--- src/rtl/rha_pkg.sv ---
package rha_pkg;
   typedef enum logic [2:0] {
      ARB_IDLE   = 3'd0,
      ARB_RF_WT  = 3'd1,
      ARB_RF_STB = 3'd2,
      ARB_RF_TL  = 3'd3,
      ARB_REL    = 3'd4,
      ARB_DMA_WT = 3'd5,
      ARB_DMA_ON = 3'd6
   } arb_state_t;
endpackage

--- src/rtl/rha_interval_timer.sv ---
module rha_interval_timer #(
   parameter int INTERVAL     = 75,
   parameter int BURST_PERIOD = 10000,
   parameter bit BURST_EN     = 1'b1
) (
   input  logic clk,
   input  logic rst_n,
   input  logic burst_mode,
   output logic tick,
   output logic period_burst
);
   localparam int MAXPER = (BURST_PERIOD > INTERVAL) ? BURST_PERIOD : INTERVAL;
   localparam int CW     = $clog2(MAXPER);

   logic [CW-1:0] cnt_q;
   logic          burst_q;
   logic          burst_sel;

   generate
      if (BURST_EN) begin : g_burst
         assign burst_sel = burst_mode;
      end else begin : g_dist_only
         logic unused_mode;
         assign unused_mode = burst_mode;
         assign burst_sel   = 1'b0;
      end
   endgenerate

   assign tick         = (cnt_q == '0);
   assign period_burst = burst_q;

   always_ff @(posedge clk or negedge rst_n) begin
      if (!rst_n) begin
         cnt_q   <= CW'(INTERVAL - 1);
         burst_q <= 1'b0;
      end else if (tick) begin
         burst_q <= burst_sel;
         cnt_q   <= burst_sel ? CW'(BURST_PERIOD - 1) : CW'(INTERVAL - 1);
      end else begin
         cnt_q <= cnt_q - 1'b1;
      end
   end
endmodule

--- src/rtl/rha_refresh_queue.sv ---
module rha_refresh_queue #(
   parameter int ROW_BITS = 7
) (
   input  logic                clk,
   input  logic                rst_n,
   input  logic                tick,
   input  logic                period_burst,
   input  logic                strobe,
   output logic                pend_nz,
   output logic                overdue,
   output logic [ROW_BITS-1:0] row
);
   localparam int ROWS = 1 << ROW_BITS;
   localparam int PW   = $clog2(2 * ROWS + 1);
   localparam logic [PW:0] PMAX = {1'b0, {PW{1'b1}}};

   logic [PW-1:0]       pend_q;
   logic [PW:0]         add_amt;
   logic [PW:0]         sum;
   logic [ROW_BITS-1:0] row_q;

   always_comb begin
      add_amt = '0;
      if (tick) add_amt = period_burst ? (PW+1)'(ROWS) : (PW+1)'(1);
      sum = {1'b0, pend_q} + add_amt - {{PW{1'b0}}, strobe};
   end

   always_ff @(posedge clk or negedge rst_n) begin
      if (!rst_n) begin
         pend_q <= '0;
         row_q  <= '0;
      end else begin
         pend_q <= (sum > PMAX) ? PMAX[PW-1:0] : sum[PW-1:0];
         if (strobe) row_q <= row_q + 1'b1;
      end
   end

   assign pend_nz = (pend_q != '0);
   assign overdue = period_burst ? (pend_q > PW'(ROWS)) : (pend_q > PW'(1));
   assign row     = row_q;
endmodule

--- src/rtl/rha_arbiter_fsm.sv ---
module rha_arbiter_fsm
   import rha_pkg::*;
(
   input  logic clk,
   input  logic rst_n,
   input  logic pend_nz,
   input  logic overdue,
   input  logic period_burst,
   input  logic dma_req,
   input  logic hold_ack,
   output logic hold_req,
   output logic dma_grant,
   output logic strobe
);
   arb_state_t st_q, st_d;
   logic       last_dma_q, last_dma_d;

   always_comb begin
      st_d       = st_q;
      last_dma_d = last_dma_q;
      unique case (st_q)
         ARB_IDLE: begin
            if (pend_nz && (!dma_req || last_dma_q)) begin
               st_d       = ARB_RF_WT;
               last_dma_d = 1'b0;
            end else if (dma_req) begin
               st_d       = ARB_DMA_WT;
               last_dma_d = 1'b1;
            end
         end
         ARB_RF_WT:  if (hold_ack) st_d = ARB_RF_STB;
         ARB_RF_STB: st_d = ARB_RF_TL;
         ARB_RF_TL:  st_d = (period_burst && pend_nz) ? ARB_RF_STB : ARB_REL;
         ARB_REL:    if (!hold_ack) st_d = ARB_IDLE;
         ARB_DMA_WT: begin
            if (!dma_req)      st_d = ARB_REL;
            else if (hold_ack) st_d = ARB_DMA_ON;
         end
         ARB_DMA_ON: if (!dma_req || overdue) st_d = ARB_REL;
         default:    st_d = ARB_IDLE;
      endcase
   end

   always_ff @(posedge clk or negedge rst_n) begin
      if (!rst_n) begin
         st_q       <= ARB_IDLE;
         last_dma_q <= 1'b1;
      end else begin
         st_q       <= st_d;
         last_dma_q <= last_dma_d;
      end
   end

   assign hold_req  = (st_q == ARB_RF_WT) || (st_q == ARB_RF_STB) || (st_q == ARB_RF_TL) ||
                      (st_q == ARB_DMA_WT) || (st_q == ARB_DMA_ON);
   assign dma_grant = (st_q == ARB_DMA_ON);
   assign strobe    = (st_q == ARB_RF_STB);
endmodule

--- src/rtl/refresh_hold_arbiter.sv ---
module refresh_hold_arbiter #(
   parameter int ROW_BITS     = 7,
   parameter int INTERVAL     = 75,
   parameter int BURST_PERIOD = 10000,
   parameter bit BURST_EN     = 1'b1
) (
   input  logic                clk,
   input  logic                rst_n,
   input  logic                burst_mode,
   input  logic                dma_req,
   input  logic                hold_ack,
   output logic                hold_req,
   output logic                dma_grant,
   output logic                rfsh_strobe,
   output logic [ROW_BITS-1:0] rfsh_row,
   output logic                rfsh_overdue
);
   localparam int ROWS = 1 << ROW_BITS;

   generate
      if (ROW_BITS < 1 || ROW_BITS > 12) begin : g_bad_rows
         $error("ROW_BITS out of range");
      end
      if (INTERVAL < 4) begin : g_bad_interval
         $error("INTERVAL must allow a full hold handshake");
      end
      if (BURST_EN && (BURST_PERIOD < 3 * ROWS)) begin : g_bad_burst
         $error("BURST_PERIOD too short for a full burst");
      end
   endgenerate

   logic tick, period_burst, pend_nz;

   rha_interval_timer #(
      .INTERVAL(INTERVAL), .BURST_PERIOD(BURST_PERIOD), .BURST_EN(BURST_EN)
   ) i_timer (
      .clk(clk), .rst_n(rst_n), .burst_mode(burst_mode),
      .tick(tick), .period_burst(period_burst)
   );

   rha_refresh_queue #(.ROW_BITS(ROW_BITS)) i_queue (
      .clk(clk), .rst_n(rst_n), .tick(tick), .period_burst(period_burst),
      .strobe(rfsh_strobe), .pend_nz(pend_nz), .overdue(rfsh_overdue),
      .row(rfsh_row)
   );

   rha_arbiter_fsm i_fsm (
      .clk(clk), .rst_n(rst_n), .pend_nz(pend_nz), .overdue(rfsh_overdue),
      .period_burst(period_burst), .dma_req(dma_req), .hold_ack(hold_ack),
      .hold_req(hold_req), .dma_grant(dma_grant), .strobe(rfsh_strobe)
   );
endmodule

--- config.mk ---
export PLATFORM = sky130hd
export DESIGN_NAME = refresh_hold_arbiter
export DESIGN_NICKNAME = d
export VERILOG_FILES = /design/src/rtl/rha_pkg.sv /design/src/rtl/rha_interval_timer.sv /design/src/rtl/rha_refresh_queue.sv /design/src/rtl/rha_arbiter_fsm.sv /design/src/rtl/refresh_hold_arbiter.sv
export SDC_FILE = /design/constraint.sdc
export NUM_CORES = 1
export LEC_CHECK = 0
export BUFFER_PORTS_ARGS = -buffer_cell sky130_fd_sc_hd__clkbuf_2
export CAP_MARGIN = 25
export CORE_MARGIN = 5
export CORE_UTILIZATION = 54
export DETAILED_ROUTE_END_ITERATION = 7
export GPL_TIMING_DRIVEN = 0
export PLACE_DENSITY = 0.87
export REMOVE_ABC_BUFFERS = 1
export SLEW_MARGIN = 10
export SYNTH_ARGS = -nofsm -noshare
export SYNTH_HDL_FRONTEND = slang
export SYNTH_HIERARCHICAL = 1
export SYNTH_SLANG_ARGS = --single-unit
--- constraint.sdc ---
create_clock -name clk -period 3.2 [get_ports clk]
set_clock_uncertainty 0.2 [all_clocks]
set_input_delay 0 -clock clk [delete_from_list [all_inputs] [get_ports clk]]
set_output_delay 0 -clock clk [all_outputs]
set_load 0.02 [all_outputs]
# [Yosys cells after proc, flatten, opt, wreduce, memory -nomap -nowiden]
# Index checks and enable logic that the tools add are counted.
[totals] out_inout_bits=11 regBits=35 wordCells=56
[classes] reduce_logical=15 n_addsub=4 eq_ne=11 magnitude_cmp=3 n_mux=17
[op_table] op="14-bit two-way mux" n=2
[op_table] op="3-bit two-way mux" n=8
[op_table] op="3-bit one-hot mux with 7 select lines" n=1
[op_table] op="14-bit logical NOT" n=1
[op_table] op="14-bit by 1-bit subtractor with 14-bit output (second input constant)" n=1
[op_table] op="9-bit by 10-bit adder with 10-bit output" n=1
[op_table] op="10-bit by 9-bit greater-than comparator with 1-bit output (second input constant)" n=1
[op_table] op="10-bit two-way mux" n=1
[op_table] op="10-bit by 1-bit subtractor with 10-bit output" n=1
[op_table] op="3-bit equality test (second input constant)" n=3
[op_table] op="9-bit by 1-bit greater-than comparator with 1-bit output (second input constant)" n=1
[op_table] op="9-bit by 8-bit greater-than comparator with 1-bit output (second input constant)" n=1
[op_table] op="9-bit two-way mux" n=1
[op_table] op="9-bit nonzero test" n=1
[op_table] op="8-bit two-way mux" n=1
[op_table] op="7-bit by 1-bit adder with 7-bit output (second input constant)" n=1
[op_table] op="3-bit by 2-bit equality test with 1-bit output (second input constant)" n=2
[op_table] op="1-bit logical OR" n=6
[op_table] op="5-bit AND reduction" n=1
[op_table] op="2-bit != test (second input constant)" n=2
[op_table] op="3-bit by 1-bit equality test with 1-bit output (second input constant)" n=1
[op_table] op="3-bit logical NOT" n=1
[op_table] op="1-bit two-way mux" n=3
[op_table] op="3-bit by 2-bit != test with 1-bit output (second input constant)" n=1
[op_table] op="6 further kinds" n=7

# [Logic depth before layout (Yosys ltp)]
# Gate-level depths: netlist of the first run.
[depth] depth_word=6 depth_mapped=15 depth_no_buf=15

# [Hierarchy]
# Netlist of the first run, hierarchy kept.
[modules_own_cells] mod="rha_refresh_queue" n_inst=1 seq_area_each_um2=400.4 cells_each=127 area_each_um2=1263.7
[modules_own_cells] mod="rha_interval_timer" n_inst=1 seq_area_each_um2=379.1 cells_each=75 area_each_um2=755.7
[modules_own_cells] mod="rha_arbiter_fsm" n_inst=1 seq_area_each_um2=101.3 cells_each=35 area_each_um2=306.5

# [Least setup slack after synthesis of the first run]
# Ideal clock, no wire load.
[synth_path] path_kind="flip-flop to flip-flop" from="reg i_fsm.st_q[0]" to="reg i_queue.pend_q[8]" setup_ns=0.124 t_required_ns=2.876 stages_incl_launch_ff=12 synth_period_minus_slack_ns=3.362 arrival_ns=3.038 setup_slack_ns=-0.162 path_buffers=1 cell_sequence="dfrtp_1 > buf_2 > nor3b_1 > ha_1 > inv_1 > ha_1 > fa_1 > nand2b_1 > a221oi_2 > o22ai_1 > xor2_1 > nand2_1"
[synth_between] elab_chain_cells=4
[synth_lines] item="start: declaration" line_no="rha_arbiter_fsm.sv:15" rtl="arb_state_t st_q, st_d;"
[synth_lines] item="start signal: assignment" line_no="rha_arbiter_fsm.sv:49" rtl="st_q <= st_d;"
[synth_lines] item="3-bit by 2-bit equality test with 1-bit output *" line_no="rha_arbiter_fsm.sv:57" rtl="assign strobe = (st_q == ARB_RF_STB);"
[synth_lines] item="net rfsh_strobe" line_no="refresh_hold_arbiter.sv:14" rtl="output logic rfsh_strobe,"
[synth_lines] item="10-bit by 1-bit subtractor with 10-bit output *" line_no="rha_refresh_queue.sv:25" rtl="sum = {1'b0, pend_q} + add_amt - {{PW{1'b0}}, strobe};"
[synth_lines] item="10-bit by 9-bit greater-than comparator with 1-bit output" line_no="rha_refresh_queue.sv:33" rtl="pend_q <= (sum > PMAX) ? PMAX[PW-1:0] : sum[PW-1:0];"
[synth_lines] item="9-bit two-way mux *" line_no="rha_refresh_queue.sv:33"
[synth_lines] item="end signal: assignment" line_no="rha_refresh_queue.sv:33"
[synth_lines] item="end: declaration" line_no="rha_refresh_queue.sv:17" rtl="logic [PW-1:0] pend_q;"
# The timed path passes the listed nets; every way through them passes the cells marked *.
# A chain may end at the register's enable or synchronous reset.

# [Final worst setup path of the first run]
[layout_path] from="reg i_timer.cnt_q[7]" to="reg i_queue.pend_q[8]"
[layout_between] elab_chain_cells=6
[layout_lines] item="start: declaration" line_no="rha_interval_timer.sv:15" rtl="logic [CW-1:0] cnt_q;"
[layout_lines] item="start signal: assignment" line_no="rha_interval_timer.sv:34" rtl="cnt_q <= CW'(INTERVAL - 1);"
[layout_lines] item="start signal: assignment" line_no="rha_interval_timer.sv:38" rtl="cnt_q <= burst_sel ? CW'(BURST_PERIOD - 1) : CW'(INTERVAL - 1);"
[layout_lines] item="start signal: assignment" line_no="rha_interval_timer.sv:40" rtl="cnt_q <= cnt_q - 1'b1;"
[layout_lines] item="14-bit logical NOT *" line_no="rha_interval_timer.sv:29" rtl="assign tick = (cnt_q == '0);"
[layout_lines] item="net tick" line_no="refresh_hold_arbiter.sv:32" rtl="logic tick, period_burst, pend_nz;"
[layout_lines] item="10-bit two-way mux *" line_no="rha_refresh_queue.sv:24" rtl="if (tick) add_amt = period_burst ? (PW+1)'(ROWS) : (PW+1)'(1);"
[layout_lines] item="9-bit by 10-bit adder with 10-bit output *" line_no="rha_refresh_queue.sv:25"
[layout_lines] item="10-bit by 1-bit subtractor with 10-bit output *" line_no="rha_refresh_queue.sv:25"
[layout_lines] item="10-bit by 9-bit greater-than comparator with 1-bit output" line_no="rha_refresh_queue.sv:33"
[layout_lines] item="9-bit two-way mux *" line_no="rha_refresh_queue.sv:33"
# Marked as above.

==> impl_metrics.py, run 1 <==
metrics = {
    "global_routing": {
        "grt_max_degree": 36,
        "grt-ovfl-total": 0,
        "antenna_found_initial": 0,
        "grt_first_pass_wirelength_mm": 8.15,
        "grt_use_total_pct": 19.1,
        "grt_pass1_vias": 1831,
    },
    "timing": {
        "setup_viol": 0,
        "fmax_mhz": 316,
        "fin_crit_ps": 3160,
        "finalCritPeriodShare_pct": 98.8,
        "relSlewSlack_pct": 41.1,
        "worst_pin_slew_ps": 884,
        "hold_viol_final": 0,
        "maxSlewViolCount": 0,
        "layout_setup_ws_ps": 39.2,
    },
    "critical_path": {
        "crit_required_ps": 3180,
        "start_kind": "flip-flop",
        "reg2reg_setup_slack_ps": 40,
        "critical_path_arrival_ps": 3140,
        "r2r_cells": 13,
        "r2r_start": "i_timer/cnt_q[7]",
        "crit_type": "flip-flop to flip-flop",
        "reg2reg_to": "i_queue/pend_q[8]",
        "cp-end-kind": "flip-flop",
        "cp_max_fo": 5,
    },
    "finish": {
        "utilization_pct": 68.8,
        "drive_gt1_share_pct": 26.9,
        "final_cell_mix": "30 x dfrtp_1, 21 x nand2_1, 17 x ha_1",
        "layout_commonest_cell": "dfrtp_1",
        "antennaDiodeCount": 0,
        "fill_cells": 275,
        "nNetsFinal": 295,
        "syn2layout_area_growth_pct": 20.9,
    },
    "synthesis": {
        "ys_seq_area_share_pct": 37.9,
        "synth_compound_area_share_pct": 15.2,
        "async_reset_ff_share_pct": 100,
        "yosysWarnings": 6,
        "syn_area_um2": 2330,
        "ys_types": 57,
        "yosys.area_share.simple_pct": 23.2,
        "muxShareOfSynthArea_pct": 1.45,
        "syn_area_per_cell_um2": 9.81,
        "synth-seq-cells": 35,
        "synthCells": 237,
        "synth_xor_area_share_pct": 6.78,
        "synth_top_family_by_area": "simple AND/OR/NAND/NOR gates",
        "synth_top_flop_cell": "dfrtp_1",
        "synthAdderAreaFrac_pct": 11.1,
        "synth-edff-count": 0,
    },
    "power_and_ir_drop": {
        "powerDensity_nw_per_um2": 1160,
        "peakVddDrop_mv": 0.502,
        "power.leakage_nw": 1.27,
    },
    "floorplanning": {
        "start_util_pct": 56.9,
        "die_x_um": 75.6,
        "io_pins": 16,
        "coreArea_um2": 4090,
        "dieArea_um2": 5720,
        "rows": 23,
        "fp.dieH_um": 75.6,
    },
    "detailed_routing": {
        "ant_nets": 0,
        "vias_per_cell": 6.07,
        "routedWlPerCell_um": 18.4,
        "drcViolationCount": 0,
        "first_iter_violations": 135,
        "wl_mm": 5.91,
        "vias": 1948,
        "firstDrtPassIters": 5,
    },
    "clock_tree": {
        "clk_latency_ps": 300,
        "path_clk_slew_ps": 70,
        "cts_buffers": 5,
        "root_buffer": "clkbuf_8",
        "cts.path.max_buffers": 2,
        "cts.sinks": 35,
        "cts_tree": "done",
        "htree_num_levels": 2,
    },
    "placement": {
        "numPortBuffers": 15,
        "place_hpwl_mm": 3.29,
        "pre_cts_slack_ps": -361,
        "place.gp.congestion": 0.854,
    },
    "run_status": {
        "status": "completed",
    },
    "flow_run": {
        "cap_violations": 0,
    },
    "min_path": {
        "hp-class": "input port to async pin",
    },
}
[state kept, by name (all words and copies together), names as in the netlist]
| signal | count |
|---|---|
| i_fsm/last_dma_q | 1 |
| i_fsm/st_q | 3 |
| i_queue/pend_q | 9 |
| i_queue/row | 7 |
| i_timer/cnt_q | 14 |
| i_timer/period_burst | 1 |
[repair_timing]
action                                  CTS  global route
hold buffers                              4             0
setup buffers                             1             9
pin swaps                                 2             9
endpoints found under the setup margin    9             9
gates resized for setup                  11            13
hold endpoints to repair                 43             0
[critical path, stage by stage (launching register included)]
cell and delay [ps]:
dfrtp_2 440, nor4_4 390, nand4_4 170, clkinv_4 100, nand2b_1 60, ha_1 270
inv_1 140, ha_4 200, fa_2 220, nand2b_1 110, a221oi_4 370, o22ai_1 160
xor2_1 150, nand2_1 60
[report_power, final]
group	switching (W)	internal, W	total [W]
registers	0.000261	0.000653	0.000914
logic	0.00103	0.000838	0.00187
clock network	0.000163	0.000311	0.000474
[worst max path at each step]
stage	from	to	slack, ps	cells after the start
floorplan	i_fsm/st_q[0]	i_queue/pend_q[8]	-110	10
global placement	i_timer/cnt_q[7]	i_queue/pend_q[8]	-290	13
finish	i_timer/cnt_q[7]	i_queue/pend_q[8]	40	13
global route	i_timer/cnt_q[1]	i_queue/pend_q[8]	-60	15
CTS	i_timer/cnt_q[7]	i_queue/pend_q[1]	1	12
detailed placement	i_timer/cnt_q[7]	i_queue/pend_q[8]	-360	13
[layer usage]
metal  track usage (%)  wire length (µm)  part of all wire [%]  vias up
met5                 0                 0                     0        -
met4              10.1               243                   4.1        0
met2              32.5              2940                    50       78
met1              22.9              2370                    40      938
li1                  -                 -                     -      905
met3              3.56               349                   5.9       27
[per-stage QoR]
stage / std cells / hold slack (ps) / area [µm²] / total power [W] / setup TNS (ps)
after detailed placement: 299 / -49.4 / 2440 / 0.00240 / -2660
after global placement: 299 / -58.0 / 2440 / 0.00234 / -1960
after global routing: 321 / 224 / 2810 / 0.00345 / -288
after floorplan: 234 / -496 / 2300 / 0.00207 / -459
after CTS: 312 / 174 / 2690 / 0.00300 / 0
final: 321 / 158 / 2810 / 0.00325 / 0
[cell families (layout without fill, tap and decap cells)]
kind of cell             Yosys count  in the layout
buffers and inverters             23             57
flip-flops                        35             35
AO/OA/AOI/OAI                     47             47
multiplexers                       3              3
XOR/XNOR                          18             18
adder cells (fa/ha/maj)           20             20
AND/OR/NAND/NOR                   91             91
[cell type report]
cell class,count,area (µm²),area share (%)
Tap cell,50,62.6,2.22
Clock buffer,6,72.6,2.58
Multi-Input combinational cell,179,1470,52.1
Sequential cell,35,882,31.4
Timing Repair Buffer,29,190,6.76
Clock inverter,2,60.1,2.14
Inverter,20,80.1,2.85
[Yosys cell counts (3+ instances only)]
library cell | n | area share (%)
nand2b_1 | 8 | 2.2
o21ai_2 | 3 | 1.1
xnor2_1 | 9 | 3.4
a21boi_0 | 3 | 0.97
dfrtp_1 | 31 | 33
or4_1 | 3 | 0.97
or3_1 | 3 | 0.81
nor2b_1 | 4 | 1.1
o21ai_0 | 7 | 1.5
nor3_1 | 6 | 1.3
a21oi_1 | 14 | 3.0
nor2_1 | 16 | 2.6
dfstp_2 | 4 | 4.5
nand3b_1 | 3 | 0.97
nor4_1 | 3 | 0.81
ha_1 | 19 | 10
nand2_1 | 21 | 3.4
inv_1 | 18 | 2.9
nand3_1 | 4 | 0.86
nor3_2 | 4 | 1.7
xor2_1 | 9 | 3.4
(Power assumes the default switching activity.)
==> run 2, diff against run 1 <==
- CTS_BUF_LIST: not set -> sky130_fd_sc_hd__clkbuf_8 sky130_fd_sc_hd__clkbuf_16
- SETUP_SLACK_MARGIN: not set -> 0.3
==> run 2 against run 1 <==
Net effect:
- critical path depth is the same
- hold slack gained 5.1 ps
- sequential share of layout area shrank 1.6 points
- non-clock buffer count grew 6
- sequential cell count is the same
==> impl_metrics.py, run 2 (same netlist as run 1, synthesis figures left out) <==
metrics = {
    "finish": {
        "final_cell_mix": "29 x dfrtp_1, 17 x nand2_1, 16 x nor2_1",
        "finalInstanceArea_um2": 2960,
        "largest_reg_flops": 14,
        "utilization_pct": 72.5,
        "syn2layout_area_growth_pct": 27.4,
        "fill_cells": 245,
        "regArea_um2": 883,
        "nNetsFinal": 301,
        "multi_input_area_um2": 1570,
        "drive_gt1_share_pct": 33.2,
        "antennaDiodeCount": 0,
        "largest_register": "i_timer/cnt_q",
        "layout_commonest_cell": "dfrtp_1",
    },
    "detailed_routing": {
        "ant_nets": 0,
        "vias_per_cell": 6.18,
        "drcViolationCount": 0,
        "first_iter_violations": 179,
        "routedWlPerCell_um": 20.2,
        "wl_mm": 6.60,
        "vias": 2020,
        "firstDrtPassIters": 4,
    },
    "power_and_ir_drop": {
        "powerDensity_nw_per_um2": 1190,
        "peakVddDrop_mv": 0.552,
        "power.leakage_nw": 1.33,
    },
    "clock_tree": {
        "cts_buffers": 5,
        "path_clk_slew_ps": 80,
        "cts.sinks": 35,
        "cts.path.max_buffers": 2,
        "cts_tree": "done",
        "root_buffer": "clkbuf_8",
        "htree_num_levels": 2,
        "clk_latency_ps": 300,
    },
    "floorplanning": {
        "dieArea_um2": 5720,
        "coreArea_um2": 4090,
        "start_util_pct": 56.9,
        "io_pins": 16,
        "rows": 23,
        "die_x_um": 75.6,
        "fp.dieH_um": 75.6,
    },
    "placement": {
        "numPortBuffers": 15,
        "dpl-instance-area_um2": 2440,
        "place.gp.congestion": 0.854,
        "place_hpwl_mm": 3.29,
    },
    "critical_path": {
        "path_delay_family": "simple AND/OR/NAND/NOR gates",
        "max_stage_delay_ps": 470,
        "cp_max_fo": 8,
        "critical_path_buf_inv_count": 3,
        "start_kind": "flip-flop",
        "crit_required_ps": 3170,
        "critical_path_arrival_ps": 3150,
        "crit_chain": "nor3_4, nand4_4, inv_4, buf_6, nand2_4, ha_4, inv_2, ha_4, nor3b_4, nand3b_1, a211o_1, nand4_4, nand2b_1",
        "slowest_stage": "dfrtp_1",
        "crit_type": "flip-flop to flip-flop",
        "cp-end-kind": "flip-flop",
    },
    "global_routing": {
        "grt_max_degree": 36,
        "use_met3_pct": 5.80,
        "antenna_found_initial": 0,
        "use_met2_pct": 36.8,
        "grt_busiest_layer": "met2",
        "global_route.usage.met1_pct": 25.0,
        "grt_use_total_pct": 21.4,
        "grt-ovfl-total": 0,
        "grt_pass1_vias": 1983,
        "grt_first_pass_wirelength_mm": 9.16,
    },
    "timing": {
        "relSlewSlack_pct": 40.5,
        "worst_pin_slew_ps": 892,
        "whs_ps": 163,
        "setup_viol": 0,
        "maxSlewViolCount": 0,
        "hold_viol_final": 0,
        "fmax_mhz": 315,
        "rsz0062_at_grt": "true",
        "finalCritPeriodShare_pct": 99.1,
        "fin_crit_ps": 3170,
    },
    "flow_run": {
        "cap_violations": 0,
    },
    "min_path": {
        "hp-class": "input port to async pin",
    },
    "run_status": {
        "status": "completed",
    },
}
[run 2: path summary, 6_finish.rpt]
| path | startpoint | endpoint | slack [ps] | cells after the start |
|---|---|---|---|---|
| min in group clk | i_queue/row[6] | i_queue/row[6] | 290 | 1 |
| min reg2reg | i_queue/row[6] | i_queue/row[6] | 290 | 1 |
| max reg2reg | i_timer/cnt_q[2] | i_queue/pend_q[0] | 30 | 13 |
| min | rst_n | i_timer/cnt_q[8] | 160 | 2 |
| max | i_timer/cnt_q[2] | i_queue/pend_q[0] | 30 | 13 |
| max in group asynchronous | rst_n | i_timer/cnt_q[7] | 2030 | 2 |
[run 2: power breakdown]
part	total [W]	leakage (nW)	switching, W	internal [W]
Sequential	0.000944	0.407	0.000289	0.000654
Clock	0.000474	0.0695	0.000166	0.000308
Combinational	0.00211	0.853	0.00115	0.000959
Total	0.00353	1.33	0.00160	0.00192
[run 2: final cells by class]
type / instances / share of cell area, %
clock buffers: 5 / 2.32
repair buffers: 35 / 8.06
flip-flops and latches: 35 / 29.8
well taps: 50 / 2.11
multi-input cells: 179 / 52.8
clock inverters: 3 / 2.15
inverters: 20 / 2.70
[run 2: metal layers]
metal	part of all wire, %	vias to the layer above
met5	0	-
li1	-	909
met3	6.1	23
met1	41	1000
met2	50	88
met4	3.1	0
[run 2: timing repair]
item,4_1_cts,5_1_grt
pin swaps,14,11
endpoints found under the setup margin,9,9
hold buffers,4,0
endpoints found under the hold margin,43,0
resized for setup,31,14
setup buffers,9,7
[run 2: stage by stage]
stage	instances	setup slack, ps	TNS [ps]	total power (W)
2_1_floorplan	234	-115	-459	0.00207
3_3_place_gp	299	-293	-1960	0.00234
3_5_place_dp	299	-361	-2660	0.00240
4_1_cts	320	171	0	0.00320
5_1_grt	327	-18.0	-46.8	0.00369
6_report	327	28.0	0	0.00353
